===== src/rtl/adc_emu_pkg.sv =====
package adc_emu_pkg;

  // Counter width able to hold the value n.
  function automatic int cnt_bits(input int n);
    return (n < 1) ? 1 : $clog2(n + 1);
  endfunction

  // Bit shown at stream position idx of a frame of `total` bits, MSB first.
  // Positions at or past the frame length give zero.
  function automatic logic frame_bit(input logic [63:0] frame,
                                     input int unsigned idx,
                                     input int unsigned total);
    logic [63:0] shifted;
    if (idx >= total) return 1'b0;
    shifted = frame >> (total - 1 - idx);
    return shifted[0];
  endfunction

endpackage


===== src/rtl/adc_emu_edges.sv =====
module adc_emu_edges #(
  parameter int N = 3,
  parameter logic [N-1:0] IDLE = '1
) (
  input  logic         clk,
  input  logic         rst_n,
  input  logic [N-1:0] cur,
  output logic [N-1:0] fall
);
  logic [N-1:0] prev_q;

  always_ff @(posedge clk or negedge rst_n) begin
    if (!rst_n) prev_q <= IDLE;
    else        prev_q <= cur;
  end

  for (genvar i = 0; i < N; i++) begin : g_fall
    assign fall[i] = prev_q[i] & ~cur[i];
  end
endmodule


===== src/rtl/adc_emu_convert.sv =====
module adc_emu_convert
  import adc_emu_pkg::*;
#(
  parameter int DATA_W      = 12,
  parameter int CONV_CYCLES = 8
) (
  input  logic              clk,
  input  logic              rst_n,
  input  logic              conv_fall,
  input  logic [DATA_W-1:0] samp_a,
  input  logic [DATA_W-1:0] samp_b,
  output logic              busy,
  output logic [DATA_W-1:0] cap_a,
  output logic [DATA_W-1:0] cap_b
);
  localparam int CNT_W = cnt_bits(CONV_CYCLES);

  logic [CNT_W-1:0] left_q;
  logic             start;   // accepted start request

  assign start = conv_fall & ~busy;

  always_ff @(posedge clk or negedge rst_n) begin
    if (!rst_n) begin
      busy   <= 1'b0;
      left_q <= '0;
      cap_a  <= '0;
      cap_b  <= '0;
    end else if (start) begin
      busy   <= 1'b1;
      left_q <= CNT_W'(CONV_CYCLES - 1);
      cap_a  <= samp_a;
      cap_b  <= samp_b;
    end else if (busy) begin
      if (left_q == '0) busy <= 1'b0;
      else              left_q <= left_q - 1'b1;
    end
  end

  // Independent count of consecutive busy cycles, for the length check.
  logic [CNT_W-1:0] hi_cnt_q;
  always_ff @(posedge clk or negedge rst_n) begin
    if (!rst_n)    hi_cnt_q <= '0;
    else if (busy) hi_cnt_q <= hi_cnt_q + 1'b1;
    else           hi_cnt_q <= '0;
  end

  assert_busy_rise_R1: assert property (@(posedge clk) disable iff (!rst_n)
    (conv_fall && !busy) |=> busy);

  assert_busy_length_R2: assert property (@(posedge clk) disable iff (!rst_n)
    $fell(busy) |-> (hi_cnt_q == CNT_W'(CONV_CYCLES)));

  assert_busy_ignores_start_R9: assert property (@(posedge clk) disable iff (!rst_n)
    busy |=> ($stable(cap_a) && $stable(cap_b)));
endmodule


===== src/rtl/adc_emu_frame_ctl.sv =====
module adc_emu_frame_ctl
  import adc_emu_pkg::*;
#(
  parameter int DATA_W = 12
) (
  input  logic                                 clk,
  input  logic                                 rst_n,
  input  logic                                 cs_n,
  input  logic                                 cs_fall,
  input  logic                                 sclk_fall,
  output logic                                 active,
  output logic [cnt_bits(2*DATA_W)-1:0]        bit_idx
);
  localparam int IDX_W = cnt_bits(2 * DATA_W);
  localparam logic [IDX_W-1:0] LAST = IDX_W'(2 * DATA_W);

  logic advance;   // a counted shift edge
  assign advance = active & sclk_fall & ~cs_fall & (bit_idx < LAST);

  always_ff @(posedge clk or negedge rst_n) begin
    if (!rst_n) begin
      active  <= 1'b0;
      bit_idx <= '0;
    end else if (cs_n) begin
      active  <= 1'b0;
      bit_idx <= '0;
    end else if (cs_fall) begin
      active  <= 1'b1;
      bit_idx <= '0;
    end else if (advance) begin
      bit_idx <= bit_idx + 1'b1;
    end
  end

  assert_cs_open_R3: assert property (@(posedge clk) disable iff (!rst_n)
    cs_fall |=> (active && bit_idx == '0));

  assert_shift_step_R4: assert property (@(posedge clk) disable iff (!rst_n)
    (active && !cs_n && sclk_fall && bit_idx < LAST) |=>
      (32'(bit_idx) == 32'($past(bit_idx)) + 1));

  assert_coincident_edge_R7: assert property (@(posedge clk) disable iff (!rst_n)
    (cs_fall && sclk_fall) |=> (bit_idx == '0));

  assert_index_bound_R8: assert property (@(posedge clk) disable iff (!rst_n)
    bit_idx <= LAST);
endmodule


===== src/rtl/adc_emu_dual_serial.sv =====
module adc_emu_dual_serial
  import adc_emu_pkg::*;
#(
  parameter int DATA_W      = 12,
  parameter int CONV_CYCLES = 8
) (
  input  logic              clk,
  input  logic              rst_n,
  input  logic              conv_n,
  input  logic              cs_n,
  input  logic              sclk,
  input  logic [DATA_W-1:0] samp_a,
  input  logic [DATA_W-1:0] samp_b,
  output logic              busy,
  output logic              dout_a,
  output logic              dout_a_oe,
  output logic              dout_b,
  output logic              dout_b_oe
);
  localparam int IDX_W   = cnt_bits(2 * DATA_W);
  localparam int FRAME_W = 2 * DATA_W;

  // Edge order in the sampled vector: [2]=conv_n, [1]=cs_n, [0]=sclk.
  logic [2:0] fall;
  logic       conv_fall, cs_fall, sclk_fall;

  adc_emu_edges #(.N(3), .IDLE(3'b110)) u_edges (
    .clk  (clk),
    .rst_n(rst_n),
    .cur  ({conv_n, cs_n, sclk}),
    .fall (fall)
  );
  assign conv_fall = fall[2];
  assign cs_fall   = fall[1];
  assign sclk_fall = fall[0];

  logic [DATA_W-1:0] cap_a, cap_b;

  adc_emu_convert #(.DATA_W(DATA_W), .CONV_CYCLES(CONV_CYCLES)) u_convert (
    .clk      (clk),
    .rst_n    (rst_n),
    .conv_fall(conv_fall),
    .samp_a   (samp_a),
    .samp_b   (samp_b),
    .busy     (busy),
    .cap_a    (cap_a),
    .cap_b    (cap_b)
  );

  logic             active;
  logic [IDX_W-1:0] bit_idx;

  adc_emu_frame_ctl #(.DATA_W(DATA_W)) u_frame (
    .clk      (clk),
    .rst_n    (rst_n),
    .cs_n     (cs_n),
    .cs_fall  (cs_fall),
    .sclk_fall(sclk_fall),
    .active   (active),
    .bit_idx  (bit_idx)
  );

  // Pin p leads with its own channel, then chains into the other one.
  logic [1:0] pin_d;
  for (genvar p = 0; p < 2; p++) begin : g_pin
    logic [DATA_W-1:0] lead, trail;
    logic [63:0]       frame;
    assign lead  = (p == 0) ? cap_a : cap_b;
    assign trail = (p == 0) ? cap_b : cap_a;
    assign frame = 64'({lead, trail});
    assign pin_d[p] = active & frame_bit(frame, 32'(bit_idx), FRAME_W);
  end

  assign dout_a    = pin_d[0];
  assign dout_b    = pin_d[1];
  assign dout_a_oe = active;
  assign dout_b_oe = active;

  assert_msb_first_R3: assert property (@(posedge clk) disable iff (!rst_n)
    cs_fall |=> (dout_a_oe && dout_b_oe &&
                 dout_a == cap_a[DATA_W-1] && dout_b == cap_b[DATA_W-1]));

  assert_chain_cross_R5: assert property (@(posedge clk) disable iff (!rst_n)
    (active && bit_idx == IDX_W'(DATA_W)) |->
      (dout_a == cap_b[DATA_W-1] && dout_b == cap_a[DATA_W-1]));

  assert_release_R6: assert property (@(posedge clk) disable iff (!rst_n)
    cs_n |=> (!dout_a_oe && !dout_b_oe));

  assert_tail_zero_R8: assert property (@(posedge clk) disable iff (!rst_n)
    (bit_idx == IDX_W'(FRAME_W)) |-> (!dout_a && !dout_b));
endmodule


===== config.mk =====
export PLATFORM = sky130hd
export DESIGN_NAME = adc_emu_dual_serial
export DESIGN_NICKNAME = d
export VERILOG_FILES = /design/src/rtl/adc_emu_pkg.sv /design/src/rtl/adc_emu_edges.sv /design/src/rtl/adc_emu_convert.sv /design/src/rtl/adc_emu_frame_ctl.sv /design/src/rtl/adc_emu_dual_serial.sv
export SDC_FILE = /design/constraint.sdc
export NUM_CORES = 1
export LEC_CHECK = 0
export ABC_AREA = 1
export BUFFER_PORTS_ARGS = -buffer_cell sky130_fd_sc_hd__buf_2
export CAP_MARGIN = 20
export CORE_MARGIN = 3
export CORE_UTILIZATION = 45
export DETAILED_ROUTE_END_ITERATION = 16
export GPL_TIMING_DRIVEN = 0
export HOLD_SLACK_MARGIN = 0.15
export PLACE_DENSITY = 0.67
export SYNTH_ARGS = -nofsm -noshare
export SYNTH_HDL_FRONTEND = slang
export SYNTH_SLANG_ARGS = --single-unit
export TNS_END_PERCENT = 30

===== constraint.sdc =====
create_clock -name clk -period 4.5 [get_ports clk]
set_input_delay 0.45 -clock clk [delete_from_list [all_inputs] [get_ports clk]]
set_output_delay 0.45 -clock clk [all_outputs]
set_load 0.02 [all_outputs]

# Word-level counts from Yosys, hierarchy flattened
# Cells that the tools add are included.
[classes] n_reduce_logical=5 magnitude_cmp=2 bitwise_logic=14 shifts=2 n_eq_ne=1 n_addsub=3 mux=15
[ops] operator="24-bit by 32-bit right shift with 1-bit output" n=2
[ops] operator="5-bit 2-to-1 mux" n=3
[ops] operator="4-bit 2-to-1 mux" n=3
[ops] operator="1-bit bitwise AND" n=9
[ops] operator="1-bit 2-to-1 mux" n=9
[ops] operator="5-bit by 5-bit subtractor with 6-bit output, first input constant" n=1
[ops] operator="5-bit by 1-bit adder with 5-bit output, second input constant" n=1
[ops] operator="5-bit greater-or-equal comparator, second input constant" n=1
[ops] operator="5-bit less-than comparator, second input constant" n=1
[ops] operator="1-bit inverter" n=5
[ops] operator="4-bit logical NOT" n=1
[ops] operator="2-bit nonzero test" n=2
[ops] operator="4-bit by 1-bit subtractor with 4-bit output, second input constant" n=1
[ops] operator="3-bit nonzero test" n=1
[ops] operator="2-bit by 1-bit != test with 1-bit output, second input constant" n=1
[ops] operator="2-bit AND reduction" n=1
[totals] wordCells=49 out_inout_bits=5 register_bits=38 in_bits=29

# Longest topological paths before layout
[depth] ltp_word=8 mapped_depth=11

# Modules after synthesis
# A second synthesis with hierarchy kept.
[unflattened] hier_cells=301 hier_area_um2=2347.3
[modules_own_cells] module="adc_emu_convert" area_per_inst_um2=1452.6 cells_each=142 n_inst=1
[modules_own_cells] module="adc_emu_dual_serial" area_per_inst_um2=478.0 cells_each=109 n_inst=1
[modules_own_cells] module="adc_emu_frame_ctl" area_per_inst_um2=309.0 cells_each=41 n_inst=1
[modules_own_cells] module="adc_emu_edges" area_per_inst_um2=107.6 cells_each=9 n_inst=1

# Worst setup path after synthesis
# Ideal clock, no wire load.
[synth_path] kind="reg-to-output" startpoint="register u_frame.bit_idx[3]" endpoint="output dout_a" path_stages_with_launch=10 t_arrival_ns=1.543 required_time_ns=4.050 path_slack_ns=2.507 path_cell_list="dfrtp_1 -> ha_1 -> inv_1 -> clkbuf_1 -> nand2_1 -> nand2_1 -> nand3_1 -> nand2_1 -> nand2_1 -> nor2_1"
[synth_via] elab_chain_cells=4 word_cells_on_any_way=6
[synth_rtl] item="from (decl)" line="adc_emu_frame_ctl.sv:12" source="output logic [cnt_bits(2*DATA_W)-1:0] bit_idx"
[synth_rtl] item="from (signal assigned)" line="adc_emu_frame_ctl.sv:31" source="bit_idx <= bit_idx + 1'b1;"
[synth_rtl] item="5-bit by 5-bit subtractor with 6-bit output or 5-bit greater-or-equal comparator (tied branches)" line="adc_emu_pkg.sv:15, adc_emu_pkg.sv:14"
[synth_rtl] item="24-bit by 32-bit right shift with 1-bit output or 1-bit 2-to-1 mux (tied branches)" line="adc_emu_pkg.sv:15, adc_emu_pkg.sv:14"
[synth_rtl] item="1-bit 2-to-1 mux (*)" line="adc_emu_pkg.sv:15" source="shifted = frame >> (total - 1 - idx);"
[synth_rtl] item="1-bit bitwise AND (*)" line="adc_emu_dual_serial.sv:71" source="assign pin_d[p] = active & frame_bit(frame, 32'(bit_idx), FRAME_W);"
[synth_rtl] item="to (decl)" line="adc_emu_dual_serial.sv:15" source="output logic dout_a,"
# Every way passes the cells marked *; elsewhere a longest branch is shown, timed or not.

# Worst setup path after layout
# Same ends and word-level chain as after synthesis.

==> flow_summary.ini <==
[logic_synthesis]
yosysMostFrequentCell = nand2_1
synth_edf_count = 0
synth_area_leaders = dfrtp_1 47%, nand2_1 15%, o21ai_0 8.4%, inv_1 6.9%, nand3_1 6.8%
yosys-top-cells-count = 75 x nand2_1, 36 x dfrtp_1, 35 x inv_1, 32 x o21ai_0, 26 x nand3_1
syn_nets = 280
synth_top_family_by_area = simple AND/OR/NAND/NOR gates
synth_compound_area_share_pct = 11.4
avgSynthCellArea_um2 = 7.70
syn_inst = 247
synthArstFlopShare_pct = 100
synth_top_area_share_pct = 47.3
synth_fa_ha_area_share_pct = 2.63
yosysTopAreaCell = dfrtp_1
synthDistinctLibCells = 20
yosys_warnings = 0
ys_ff_latch = 38
synth-seq-area-share_pct = 50.1
muxShareOfSynthArea_pct = 0
synth_area_um2 = 1900
ys.flop_type = dfrtp_1
synth-xor-area-share_pct = 0
yosys.area_share.simple_pct = 25.8

[global_route]
gr-usage-all-layers_pct = 18.6
use_met3_pct = 4.97
antenna_found_initial = 0
grt_use_met1_pct = 23.6
overflow = 0
grt_first_pass_wirelength_um = 7290
use_met2_pct = 29.6
grt_busiest_layer = met2
grt_pass1_vias = 1646
grt_max_degree = 39

[cts]
cts_buffer_depth = 2
clk_latency_ns = 0.30
hold_buffers = 0
h-tree-depth = 2
cts_setup_buffers = 0
cts_sinks = 38
tritoncts = built
cts-root-buf = clkbuf_8
post_cts_resized = 0
cts_made_buffers = 5
clk_pin_slew_worst_paths_ns = 0.08

[timing]
tightest_slew_ns = 0.855
grt_setup_unrepaired = false
timing.final.crit_share_pct = 54.2
setup_viol = 0
fmax_mhz = 410
clock_skew_ns = 0.00678
slew_headroom_pct = 43.0
final_max_slew_viol_count = 0
finalCriticalPeriod_ns = 2.44
hold_viol = 0
setup_tns_ns = 0

[pwr]
power.density_nw_per_um2 = 539
leakagePower_nw = 1.16
p_seq_share_pct = 41.6
p_comb_share_pct = 29.0
clockPowerShare_pct = 29.5
irDropWorstVdd_mv = 0.343
switching_power_uw = 392
swShare_pct = 32.0
p_int_uw = 833

[setup_path]
critPathKind = reg -> out
endpoint_kind = primary output
worstPathRequired_ns = 4.05
arrival_ns = 1.99
cp-start-kind = register
worstPathMaxFanout = 10

[routing]
drc_errors = 0
ant_nets = 0
drt_iter0_drc = 79
vias_per_cell = 4.89
drt_wl_total_um = 4120
vias = 1654
drtPass1Iterations = 4
avgRoutedWirePerCell_um = 12.2

[floorplan]
fp-row-count = 23
core_area_um2 = 4030
io_pins = 34
start_util_pct = 47.2
die_w_um = 71.0
die_y_um = 71.0
dieArea_um2 = 5050

[layout]
nNetsFinal = 320
drive_gt1_share_pct = 18.8
area_growth_pct = 19.5
nFillCells = 397
utilization_pct = 56.4
diodes = 0

[placement]
port_buffers = 33
hpwl_um = 2960
gp_congestion = 0.858

[min_path]
hold_class = in -> async

[status]
outcome = finished clean

[run]
maxCapViolations = 0
-- kinds of logic (layout without fill, tap and decap cells) --
group,Yosys count,after routing
AOI/OAI and AO/OA,41,41
adders and majority gates,4,4
buffers and inverters,47,88
DFF,38,38
and+or+nand+nor,117,117
-- worst paths after layout --
| check | slack, ns | from | to | cells past startpoint |
|---|---|---|---|---|
| min reg2reg | 0.48 | u_convert.left_q[3] | u_convert.left_q[3] | 1 |
| max in group asynchronous | 3.71 | rst_n | u_convert.cap_a[2] | 1 |
| max reg2reg | 2.81 | u_frame.bit_idx[3] | u_frame.bit_idx[4] | 7 |
| min in group clk | 0.26 | conv_n | u_edges.prev_q[2] | 1 |
| min | 0.26 | rst_n | u_convert.cap_a[6] | 1 |
| max | 2.06 | u_frame.bit_idx[3] | dout_a | 10 |
-- layout make-up --
| type | count | area, um2 | area share (%) |
|---|---|---|---|
| repair buffers | 33 | 165 | 7.26 |
| inverters | 37 | 139 | 6.11 |
| multi-input cells | 162 | 758 | 33.4 |
| flip-flops and latches | 38 | 953 | 41.9 |
| clock inverters | 2 | 60.1 | 2.64 |
| clock buffers | 6 | 82.6 | 3.63 |
| well taps | 50 | 62.6 | 2.75 |
| plain buffers | 10 | 52.6 | 2.31 |
-- stage by stage --
step	instance area, um2	hold slack, ns	worst slack [ns]	std cells	power, mW
floorplan	1900	0.154	2.51	247	0.770
global placement	2130	0.458	2.40	330	0.857
detailed placement	2130	0.470	2.40	330	0.875
CTS	2270	0.248	2.05	338	1.24
global route	2270	0.235	1.87	338	1.33
finish	2270	0.261	2.06	338	1.23
-- per-layer routing --
metal  up-vias  routed length, um
li1        854                  -
met1       757               1830
met2        37               1970
met3         6                243
met4         0                 79
met5         -                  0
-- sequential cells by signal (all words and copies together) (netlist names) --
| name | cells |
|---|---|
| u_convert.cap_a | 12 |
| u_convert.cap_b | 12 |
| u_frame.bit_idx | 5 |
| u_convert.left_q | 4 |
| u_edges.prev_q | 3 |
| u_convert.busy | 1 |
| u_frame.active | 1 |
-- power groups by stage --
stage / clock network [mW] / logic [mW] / registers [mW]
finish: 0.361 / 0.355 / 0.509
global route: 0.388 / 0.420 / 0.525
CTS: 0.368 / 0.360 / 0.511
detailed placement: 0 / 0.357 / 0.518
global placement: 0 / 0.345 / 0.513
floorplan: 0 / 0.257 / 0.512
-- critical path, cell delays in order, from the launching register on --
cell and delay, ns:
dfrtp_1 0.42, ha_1 0.25, inv_1 0.10, clkbuf_1 0.33, nand2_1 0.10, nand2_1 0.07, nand3_1 0.07, nand2_1 0.06
nand2_1 0.04, nor2_1 0.09, buf_2 0.17
-- placed cells by master, fill, tap and decap left out, drive strengths merged --
cell type / count
a2111oi: 1
a21boi: 1
a21oi: 7
buf: 38
bufinv: 2
clkbuf: 11
dfrtp: 36
dfstp: 2
ha: 4
inv: 37
nand2: 75
nand3: 26
nand3b: 1
nor2: 12
nor3: 3
o21ai: 32
No activity file was read; power rests on OpenSTA's default activity.
